===== src/rtl/ppdma_pkg.sv =====
// Package: shared constants for the ping-pong audio output DMA.
// Assumes an 8-bit control byte with flag bits in [7:6].
package ppdma_pkg;
    localparam int CTL_IE0 = 4;
    localparam int CTL_IE1 = 5;
    localparam int CTL_IF0 = 6;
    localparam int CTL_IF1 = 7;
    localparam logic [7:0] CTL_FLAG_MASK = 8'hC0;
    localparam int PHASE_POS_W = 12;
    localparam int PHASE_PRE_W = 6;
    localparam int PHASE_W = 24;
endpackage


===== src/rtl/ppdma_ctrl_reg.sv =====
// Module: host control/status byte with drain flags and the level interrupt.
// Assumes the set pulses come straight from the pull engine and last one cycle.
module ppdma_ctrl_reg
    import ppdma_pkg::*;
(
    input  logic       clk,
    input  logic       rst_n,
    input  logic       host_wr,
    input  logic [7:0] host_wdata,
    input  logic       set_if0,
    input  logic       set_if1,
    output logic [7:0] ctrl_q,
    output logic       irq
);
    logic [7:0] set_vec;

    // Build the flag-set vector from the engine pulses.
    always_comb begin
        set_vec = '0;
        set_vec[CTL_IF0] = set_if0;
        set_vec[CTL_IF1] = set_if1;
    end

    // Store host writes with the flags cleared, then merge newly set flags.
    always_ff @(posedge clk) begin
        if (!rst_n) begin
            ctrl_q <= '0;
        end else if (host_wr) begin
            ctrl_q <= (host_wdata & ~CTL_FLAG_MASK) | set_vec;
        end else begin
            ctrl_q <= ctrl_q | set_vec;
        end
    end

    // Level interrupt from each flag gated by its enable.
    always_comb begin
        irq = (ctrl_q[CTL_IF0] & ctrl_q[CTL_IE0]) | (ctrl_q[CTL_IF1] & ctrl_q[CTL_IE1]);
    end


    wr_clears_if0_chk: assert property (@(posedge clk) disable iff (!rst_n)
        (host_wr && !set_if0) |=> !ctrl_q[CTL_IF0]);

    wr_clears_if1_chk: assert property (@(posedge clk) disable iff (!rst_n)
        (host_wr && !set_if1) |=> !ctrl_q[CTL_IF1]);

    flag_sticky_chk: assert property (@(posedge clk) disable iff (!rst_n)
        (!host_wr && ctrl_q[CTL_IF0]) |=> ctrl_q[CTL_IF0]);
endmodule


===== src/rtl/ppdma_pull_engine.sv =====
// Module: buffer index, position and grant calculation for codec pulls.
// Assumes LEN_W >= SAMPLE_W + 2 so every remaining count fits a grant.
module ppdma_pull_engine
    import ppdma_pkg::*;
#(
    parameter int ADDR_W     = 32,
    parameter int SAMPLE_W   = 10,
    parameter int LEN_W      = 16,
    parameter int ALIGN_BITS = 18,
    parameter logic [ADDR_W-1:0] BUF0_OFFS = 32'h0001_0000,
    parameter logic [ADDR_W-1:0] BUF1_OFFS = 32'h0001_2000
) (
    input  logic              clk,
    input  logic              rst_n,
    input  logic              out_en,
    input  logic [ADDR_W-1:0] base_addr,
    input  logic [SAMPLE_W-1:0] sample_count,
    input  logic              pull_req,
    input  logic [LEN_W-1:0]  pull_len,
    output logic              resp_valid,
    output logic [ADDR_W-1:0] resp_addr,
    output logic [LEN_W-1:0]  resp_len,
    output logic              resp_more,
    output logic              set_if0,
    output logic              set_if1,
    output logic [PHASE_W-1:0] phase
);
    localparam int POS_W = SAMPLE_W + 2;
    localparam int EXT_W = POS_W + PHASE_POS_W;
    localparam logic [ADDR_W-1:0] ALIGN_MASK = ~((ADDR_W'(1) << ALIGN_BITS) - ADDR_W'(1));

    logic              en_q, run_q, idx_q;
    logic [POS_W-1:0]  pos_q, len_q;
    logic [ADDR_W-1:0] base_q;
    logic              start_evt, exhausted, serve;
    logic              eff_idx, n_idx, n_run;
    logic [POS_W-1:0]  eff_pos, n_pos, rem;
    logic [LEN_W-1:0]  g_len;
    logic [ADDR_W-1:0] g_addr;
    logic              g_more;
    logic [EXT_W-1:0]  pos_ext;

    assign start_evt = out_en && !en_q;
    assign exhausted = (pos_q >= len_q);

    // Decide the grant and the next buffer state for the current request.
    always_comb begin
        n_idx = idx_q; n_pos = pos_q; n_run = run_q;
        eff_idx = idx_q; eff_pos = pos_q; serve = 1'b0;
        set_if0 = 1'b0; set_if1 = 1'b0;
        g_len = '0; g_addr = '0; g_more = 1'b0; rem = '0;
        if (start_evt) begin
            n_idx = 1'b0; n_pos = '0; n_run = 1'b1;
        end else if (pull_req && run_q) begin
            if (exhausted) begin
                set_if0 = !idx_q;
                set_if1 = idx_q;
                if (idx_q && !out_en) begin
                    n_pos = '0; n_run = 1'b0;
                end else begin
                    eff_idx = !idx_q; eff_pos = '0; serve = 1'b1;
                end
            end else begin
                serve = 1'b1;
            end
            if (serve) begin
                rem = len_q - eff_pos;
                g_len = (LEN_W'(rem) < pull_len) ? LEN_W'(rem) : pull_len;
                g_addr = base_q + (eff_idx ? BUF1_OFFS : BUF0_OFFS) + ADDR_W'(eff_pos);
                g_more = 1'b1;
                n_idx = eff_idx;
                n_pos = eff_pos + POS_W'(g_len);
            end
        end
    end

    // Register buffer state, latched configuration and the response.
    always_ff @(posedge clk) begin
        if (!rst_n) begin
            en_q <= 1'b0; run_q <= 1'b0; idx_q <= 1'b0;
            pos_q <= '0; len_q <= '0; base_q <= '0;
            resp_valid <= 1'b0; resp_addr <= '0; resp_len <= '0; resp_more <= 1'b0;
        end else begin
            en_q <= out_en;
            run_q <= n_run; idx_q <= n_idx; pos_q <= n_pos;
            if (start_evt) begin
                base_q <= base_addr & ALIGN_MASK;
                len_q <= {sample_count, 2'b00};
            end
            resp_valid <= pull_req;
            resp_addr <= g_addr;
            resp_len <= g_len;
            resp_more <= g_more;
        end
    end

    // Place the low position bits into the phase word.
    always_comb begin
        pos_ext = EXT_W'(pos_q);
        phase = {{(PHASE_W-PHASE_POS_W-PHASE_PRE_W){1'b0}}, pos_ext[PHASE_POS_W-1:0], {PHASE_PRE_W{1'b0}}};
    end


    grant_bound_chk: assert property (@(posedge clk) disable iff (!rst_n)
        resp_valid |-> resp_len <= $past(pull_len));

    pos_in_buf_chk: assert property (@(posedge clk) disable iff (!rst_n)
        pos_q <= len_q);

    start_origin_chk: assert property (@(posedge clk) disable iff (!rst_n)
        start_evt |=> (pos_q == '0 && !idx_q && run_q));

    one_flag_chk: assert property (@(posedge clk) disable iff (!rst_n)
        $onehot0({set_if0, set_if1}));

    nomore_empty_chk: assert property (@(posedge clk) disable iff (!rst_n)
        (resp_valid && !resp_more) |-> resp_len == '0);
endmodule


===== src/rtl/pp_audio_dma.sv =====
// Module: top of the ping-pong audio output DMA.
// Joins the pull engine and the control byte; assumes one codec requester.
module pp_audio_dma
    import ppdma_pkg::*;
#(
    parameter int ADDR_W   = 32,
    parameter int SAMPLE_W = 10,
    parameter int LEN_W    = 16
) (
    input  logic                clk,
    input  logic                rst_n,
    input  logic                out_en,
    input  logic [ADDR_W-1:0]   base_addr,
    input  logic [SAMPLE_W-1:0] sample_count,
    input  logic                host_wr,
    input  logic [7:0]          host_wdata,
    output logic [7:0]          host_rdata,
    output logic                irq,
    input  logic                pull_req,
    input  logic [LEN_W-1:0]    pull_len,
    output logic                resp_valid,
    output logic [ADDR_W-1:0]   resp_addr,
    output logic [LEN_W-1:0]    resp_len,
    output logic                resp_more,
    output logic [PHASE_W-1:0]  phase
);
    logic set_if0, set_if1;

    ppdma_pull_engine #(
        .ADDR_W(ADDR_W), .SAMPLE_W(SAMPLE_W), .LEN_W(LEN_W)
    ) u_engine (
        .clk(clk), .rst_n(rst_n), .out_en(out_en),
        .base_addr(base_addr), .sample_count(sample_count),
        .pull_req(pull_req), .pull_len(pull_len),
        .resp_valid(resp_valid), .resp_addr(resp_addr),
        .resp_len(resp_len), .resp_more(resp_more),
        .set_if0(set_if0), .set_if1(set_if1), .phase(phase)
    );

    ppdma_ctrl_reg u_ctrl (
        .clk(clk), .rst_n(rst_n),
        .host_wr(host_wr), .host_wdata(host_wdata),
        .set_if0(set_if0), .set_if1(set_if1),
        .ctrl_q(host_rdata), .irq(irq)
    );
endmodule


===== config.mk =====
export PLATFORM = sky130hd
export DESIGN_NAME = pp_audio_dma
export DESIGN_NICKNAME = d
export VERILOG_FILES = /design/src/rtl/ppdma_pkg.sv /design/src/rtl/ppdma_ctrl_reg.sv /design/src/rtl/ppdma_pull_engine.sv /design/src/rtl/pp_audio_dma.sv
export SDC_FILE = /design/constraint.sdc
export NUM_CORES = 1
export LEC_CHECK = 0
export CORE_MARGIN = 1
export CORE_UTILIZATION = 43
export DETAILED_ROUTE_END_ITERATION = 6
export GPL_TIMING_DRIVEN = 1
export PLACE_DENSITY_LB_ADDON = 0.15
export SYNTH_ARGS = -nofsm -noshare
export SYNTH_HDL_FRONTEND = slang
export SYNTH_HIERARCHICAL = 1
export SYNTH_SLANG_ARGS = --single-unit

===== constraint.sdc =====
create_clock -name clk -period 25.9 [get_ports clk]
set_input_delay 2.59 -clock clk [delete_from_list [all_inputs] [get_ports clk]]
set_output_delay 2.59 -clock clk [all_outputs]
set_load 0.02 [all_outputs]

==> results.yml, run 1 <==
sta:
  slew_viol_final: 0
  setup_viol: 0
  relSlewSlack: 0.335
  hold_viol_final: 0
  fmaxAchievable_mhz: 92.4
  tns_ps: 0
  worst_pin_slew_ps: 994
  clock_skew_ps: 9.47
  timing.final.crit_period_ps: 10830
  period_share: 0.418
  worst_slack_ps: 15070
  rsz0062_at_grt: "no"
flow_run:
  maxCapViolCount: 0
die:
  ios: 154
  start_util: 0.440
  die_height_um: 110
  die_w_um: 110
  core-area_mm2: 0.0114
  dieArea_mm2: 0.0121
  rows: 39
clock_tree:
  ctsResizeCount: 0
  clk_path_buf_depth: 2
  htree_levels: 3
  cts_made_buffers: 9
  postCtsSetupBuffers: 0
  insertion_delay_ps: 350
  cts_sinks: 93
  clk_root_buffer_cell: "clkbuf_16"
  clk_pin_slew_ps: 70
  cts_tree: "yes"
  hold_buffers: 0
route:
  via_count: 4408
  top_layer: "met4"
  wl_met2_mm: 5.77
  wl_met3_um: 993
  post_drt_wl_per_cell_um: 14.3
  dr.pass1.iters: 4
  viasPerCell: 5.18
  drc_errors: 0
  antenna_left: 0
  wl_met1_mm: 5.28
  wirelength_mm: 12.2
  first_iter_violations: 170
synthesis:
  synthCells: 596
  seq_area_frac_synth: 0.371
  synth_ff_type: "dfxtp_1"
  synth_top_area_share: 0.371
  synth_commonest_cells: "93 x dfxtp_1, 87 x nand2_1, 42 x inv_1"
  synth_cell_types: 68
  yosysMostFrequentCell: "dfxtp_1"
  async_flop_share: 0
  ys_ff_latch: 93
  synth.avg_cell_area_um2: 8.42
  synth_top_cells_by_area: "dfxtp_1 37%, ha_1 9.2%, nand2_1 6.5%"
  ys.warnings.count: 6
  synth_top_area_cell: "dfxtp_1"
  synth_area_mm2: 0.00502
  synth_edf_count: 0
finish:
  final-seq-area_mm2: 0.00186
  num_antenna_cells: 0
  nFillCells: 1083
  layout-drive-gt1-share: 0.0508
  syn_to_final_growth_pct: 30.3
  nets: 812
  multi_input_area_mm2: 0.00284
critical_path:
  max_stage_delay_ps: 540
  path_delay_family: "compound AO/OA/AOI/OAI gates"
  reg2reg_from: "u_engine/len_q[3]"
  crit_type: "in -> reg"
  rr_worst_depth: 37
  crit_required_ps: 26140
  regToRegSetupSlack_ps: 16030
  end_kind: "flip-flop"
  worst_setup_path_start_kind: "input pin"
  cp_max_fo: 19
  cp_slowest_cell: "or4b_1"
  worstPathArrival_ps: 11070
  timing.rr.end: "u_engine/pos_q[11]"
  cp.buffers_inverters: 2
grt:
  grt_pass1_vias: 4143
  grt_antenna_before_repair: 0
  gr-usage-all-layers: 0.209
  grt_pass1_wl_mm: 19.4
  overflow: 0
  grt_start_max_net_pins: 37
place:
  dpl.hpwl_mm: 9.09
  place_congestion: 0.853
  post-place-ws_ps: 14850
  portBuffers: 117
hold_path:
  hold_depth: 1
  min-delay-start: "u_engine/base_q[28]"
  hold_class: "reg -> reg"
  hold-path-endpoint: "u_engine/resp_addr[28]"
power_and_ir_drop:
  leakagePower_uw: 0.00267
  ir_drop_mv: 0.0436
  powerDensity_mw_per_mm2: 54.8
run_status:
  outcome: "finished clean"
[through the flow]
| step | hold WS, ps | util | instances | cell area (um2) | total power, uW |
|---|---|---|---|---|---|
| 5_1_grt | 479 | 0.573 | 851 | 6540 | 375 |
| 6_report | 452 | 0.573 | 851 | 6540 | 359 |
| 4_1_cts | 458 | 0.573 | 851 | 6540 | 362 |
| 3_3_place_gp | 434 | 0.545 | 835 | 6230 | 220 |
| 2_1_floorplan | 430 | - | 615 | 5090 | 202 |
| 3_5_place_dp | 440 | 0.545 | 835 | 6230 | 223 |
[report_power, final]
group	switching, uW	total (uW)	leakage, uW	internal [uW]
combinational	39.0	69.6	0.00176	30.6
sequential	3.13	150	0.000757	147
clock	59.6	139	0.000152	79.2
total	102	359	0.00267	257
[placed cells by master, fill, tap and decap left out, types with 11 or more instances in the layout]
| cell type | Yosys | routed |
|---|---|---|
| clkdlybuf4s50_1 | 0 | 117 |
| xnor2_1 | 11 | 11 |
| a21boi_0 | 25 | 25 |
| o21ai_0 | 22 | 22 |
| a21oi_1 | 24 | 24 |
| conb_1 | 1 | 20 |
| inv_1 | 42 | 42 |
| nor2_1 | 39 | 39 |
| dfxtp_1 | 93 | 93 |
| and2_1 | 27 | 27 |
| ha_1 | 37 | 37 |
| nand2_1 | 87 | 87 |
| nor2b_1 | 12 | 11 |
[layout make-up]
type / count / share of cell area
clock inverter: 6 / 0.0115
inverter: 43 / 0.0247
clock buffer: 10 / 0.0365
tap: 143 / 0.0273
timing repair buffer: 119 / 0.181
multi-input combinational: 437 / 0.434
sequential: 93 / 0.285
[how the worst max path moves through the flow]
stage | to | depth (start not counted) | slack, ps | startpoint
after floorplan | u_engine/pos_q[11] | 34 | 16610 | out_en
after global placement | u_engine/pos_q[11] | 34 | 15070 | out_en
after detailed placement | u_engine/pos_q[11] | 34 | 14850 | out_en
after CTS | u_engine/pos_q[11] | 34 | 15160 | out_en
after global routing | u_engine/pos_q[11] | 34 | 14350 | out_en
final | u_engine/pos_q[11] | 34 | 15070 | out_en
[metal layers]
metal / track usage / up-vias
met5: 0 / -
met4: 0.0781 / 0
met3: 0.0635 / 13
met2: 0.335 / 162
met1: 0.264 / 2008
li1: - / 2225
[kinds of logic (layout without fill, tap and decap cells)]
logic type / after synthesis / after routing / share of synthesized area
other: 1 / 20 / 0.000747
multiplexers: 7 / 7 / 0.0142
AND/OR/NAND/NOR: 209 / 209 / 0.202
XOR/XNOR: 20 / 20 / 0.0349
buffers and inverters: 85 / 178 / 0.0782
AO/OA/AOI/OAI: 141 / 141 / 0.199
adder cells (fa/ha/maj): 40 / 40 / 0.101
flip-flops: 93 / 93 / 0.371
[flip-flops by register name, indices dropped and copies added (netlist names), 8 cells and up]
register,cells
u_engine/pos_q,12
u_engine/resp_len,16
u_engine/resp_addr,28
u_engine/base_q,14
u_engine/len_q,10
u_ctrl/ctrl_q,8
Note: power is estimated with default switching activity, not from simulation.
==> run 2: changes to the inputs <==
Clock period 25.9 ns to 10.49 ns, I/O delays scaled along.
==> results.yml, run 2 (same netlist as run 1, synthesis figures left out) <==
die:
  die_w_um: 110
  die_height_um: 110
  core-area_mm2: 0.0114
  rows: 39
  start_util: 0.440
  dieArea_mm2: 0.0121
  ios: 154
clock_tree:
  cts_sinks: 93
  cts_made_buffers: 9
  hold_buffers: 0
  clk_pin_slew_ps: 70
  postCtsSetupBuffers: 0
  ctsResizeCount: 0
  cts_tree: "yes"
  insertion_delay_ps: 350
  clk_path_buf_depth: 2
  htree_levels: 3
  clk_root_buffer_cell: "clkbuf_16"
sta:
  hold_viol_final: 0
  fmaxAchievable_mhz: 103
  setup_viol: 0
  timing.final.crit_period_ps: 9670
  worst_pin_slew_ps: 996
  period_share: 0.922
  rsz0062_at_grt: "no"
  slew_viol_final: 0
  clock_skew_ps: 8.19
  relSlewSlack: 0.334
  tns_ps: 0
finish:
  final-seq-area_mm2: 0.00186
  reg_top3: "u_engine/resp_addr x28, u_engine/resp_len x16, u_engine/base_q x14"
  final_cell_mix: "117 x clkdlybuf4s50_1, 93 x dfxtp_1, 87 x nand2_1, 42 x inv_1, 39 x nor2_1"
  top_register: "u_engine/resp_addr"
  instances_no_fill: 851
  nets: 812
  largest_reg_flops: 28
  nFillCells: 1063
  layout-drive-gt1-share: 0.0494
  num_antenna_cells: 0
  syn_to_final_growth_pct: 29.7
  multi_input_area_mm2: 0.00284
  final_common_cell: "clkdlybuf4s50_1"
power_and_ir_drop:
  powerDensity_mw_per_mm2: 131
  leakagePower_uw: 0.00266
  total_power_uw: 856
  ir_drop_mv: 0.111
grt:
  grt_pass1_vias: 4038
  grt_antenna_before_repair: 0
  gr-usage-all-layers: 0.208
  grt_pass1_wl_mm: 19.4
  overflow: 0
  grt_start_max_net_pins: 37
place:
  dp.cells: 835
  portBuffers: 117
  place_congestion: 0.844
  dpl.hpwl_mm: 8.94
critical_path:
  crit_required_ps: 10730
  reg2reg_from: "u_engine/len_q[3]"
  max_stage_delay_ps: 560
  startpoint: "u_engine/len_q[3]"
  worst_setup_path_start_kind: "flip-flop"
  cp_common_cell: "a21oi_1"
  crit_type: "reg -> reg"
  cp_max_fo: 19
  worstPathArrival_ps: 9910
  cp_slowest_cell: "dfxtp_1"
  end_kind: "flip-flop"
route:
  drc_errors: 0
  first_iter_violations: 236
  viasPerCell: 5.11
  post_drt_wl_per_cell_um: 14.1
  via_count: 4351
  antenna_left: 0
  wirelength_mm: 12.0
  dr.pass1.iters: 4
run_status:
  outcome: "finished clean"
flow_run:
  maxCapViolCount: 0
hold_path:
  min-delay-start: "u_engine/base_q[25]"
  hold_class: "reg -> reg"
==> run 2: metal layers <==
metal / up-vias / track usage / part of all wire / wire length, um
met1: 1977 / 0.272 / 0.46 / 5560
met5: - / 0 / 0 / 0
met4: 0 / 0.0638 / 0.015 / 182
met2: 133 / 0.336 / 0.45 / 5470
met3: 14 / 0.0529 / 0.069 / 828
li1: 2227 / - / - / -
==> run 2: cell type report <==
| class | instances | area share |
|---|---|---|
| Multi-Input combinational cell | 437 | 0.436 |
| Sequential cell | 93 | 0.286 |
| Timing Repair Buffer | 119 | 0.182 |
| Clock buffer | 11 | 0.0373 |
| Tap cell | 143 | 0.0275 |
| Inverter | 43 | 0.0248 |
| Clock inverter | 5 | 0.00653 |
==> run 2: where the power goes <==
part	leakage (uW)	internal (uW)	switching, uW
Sequential	0.000757	363	7.78
Combinational	0.00176	75.4	94.8
Clock	0.000137	170	145
==> run 2: through the flow <==
stage	setup slack [ps]	hold slack [ps]	cell area, um2	util
2_1_floorplan	2010	430	5090	-
3_3_place_gp	1120	434	6230	0.545
3_5_place_dp	882	441	6230	0.545
4_1_cts	863	450	6510	0.570
5_1_grt	92.5	464	6510	0.570
6_report	820	450	6510	0.570
==> run 2: worst paths after layout <==
| check | endpoint | depth (start not counted) | slack [ps] |
|---|---|---|---|
| hold / removal | u_engine/resp_addr[25] | 1 | 450 |
| setup reg to reg | u_engine/pos_q[11] | 37 | 820 |
| hold reg to reg | u_engine/resp_addr[25] | 1 | 450 |
| setup / recovery | u_engine/pos_q[11] | 37 | 820 |
==> run 2: worst max-delay path: cells and delay by family, from the launching register on <==
kind                     cells  cell delay, ps
AND/OR/NAND/NOR              9            1960
adder cells (fa/ha/maj)      5            1620
AO/OA/AOI/OAI               19            4690
buffers and inverters        2             260
flip-flops                   1             560
XOR/XNOR                     2             440
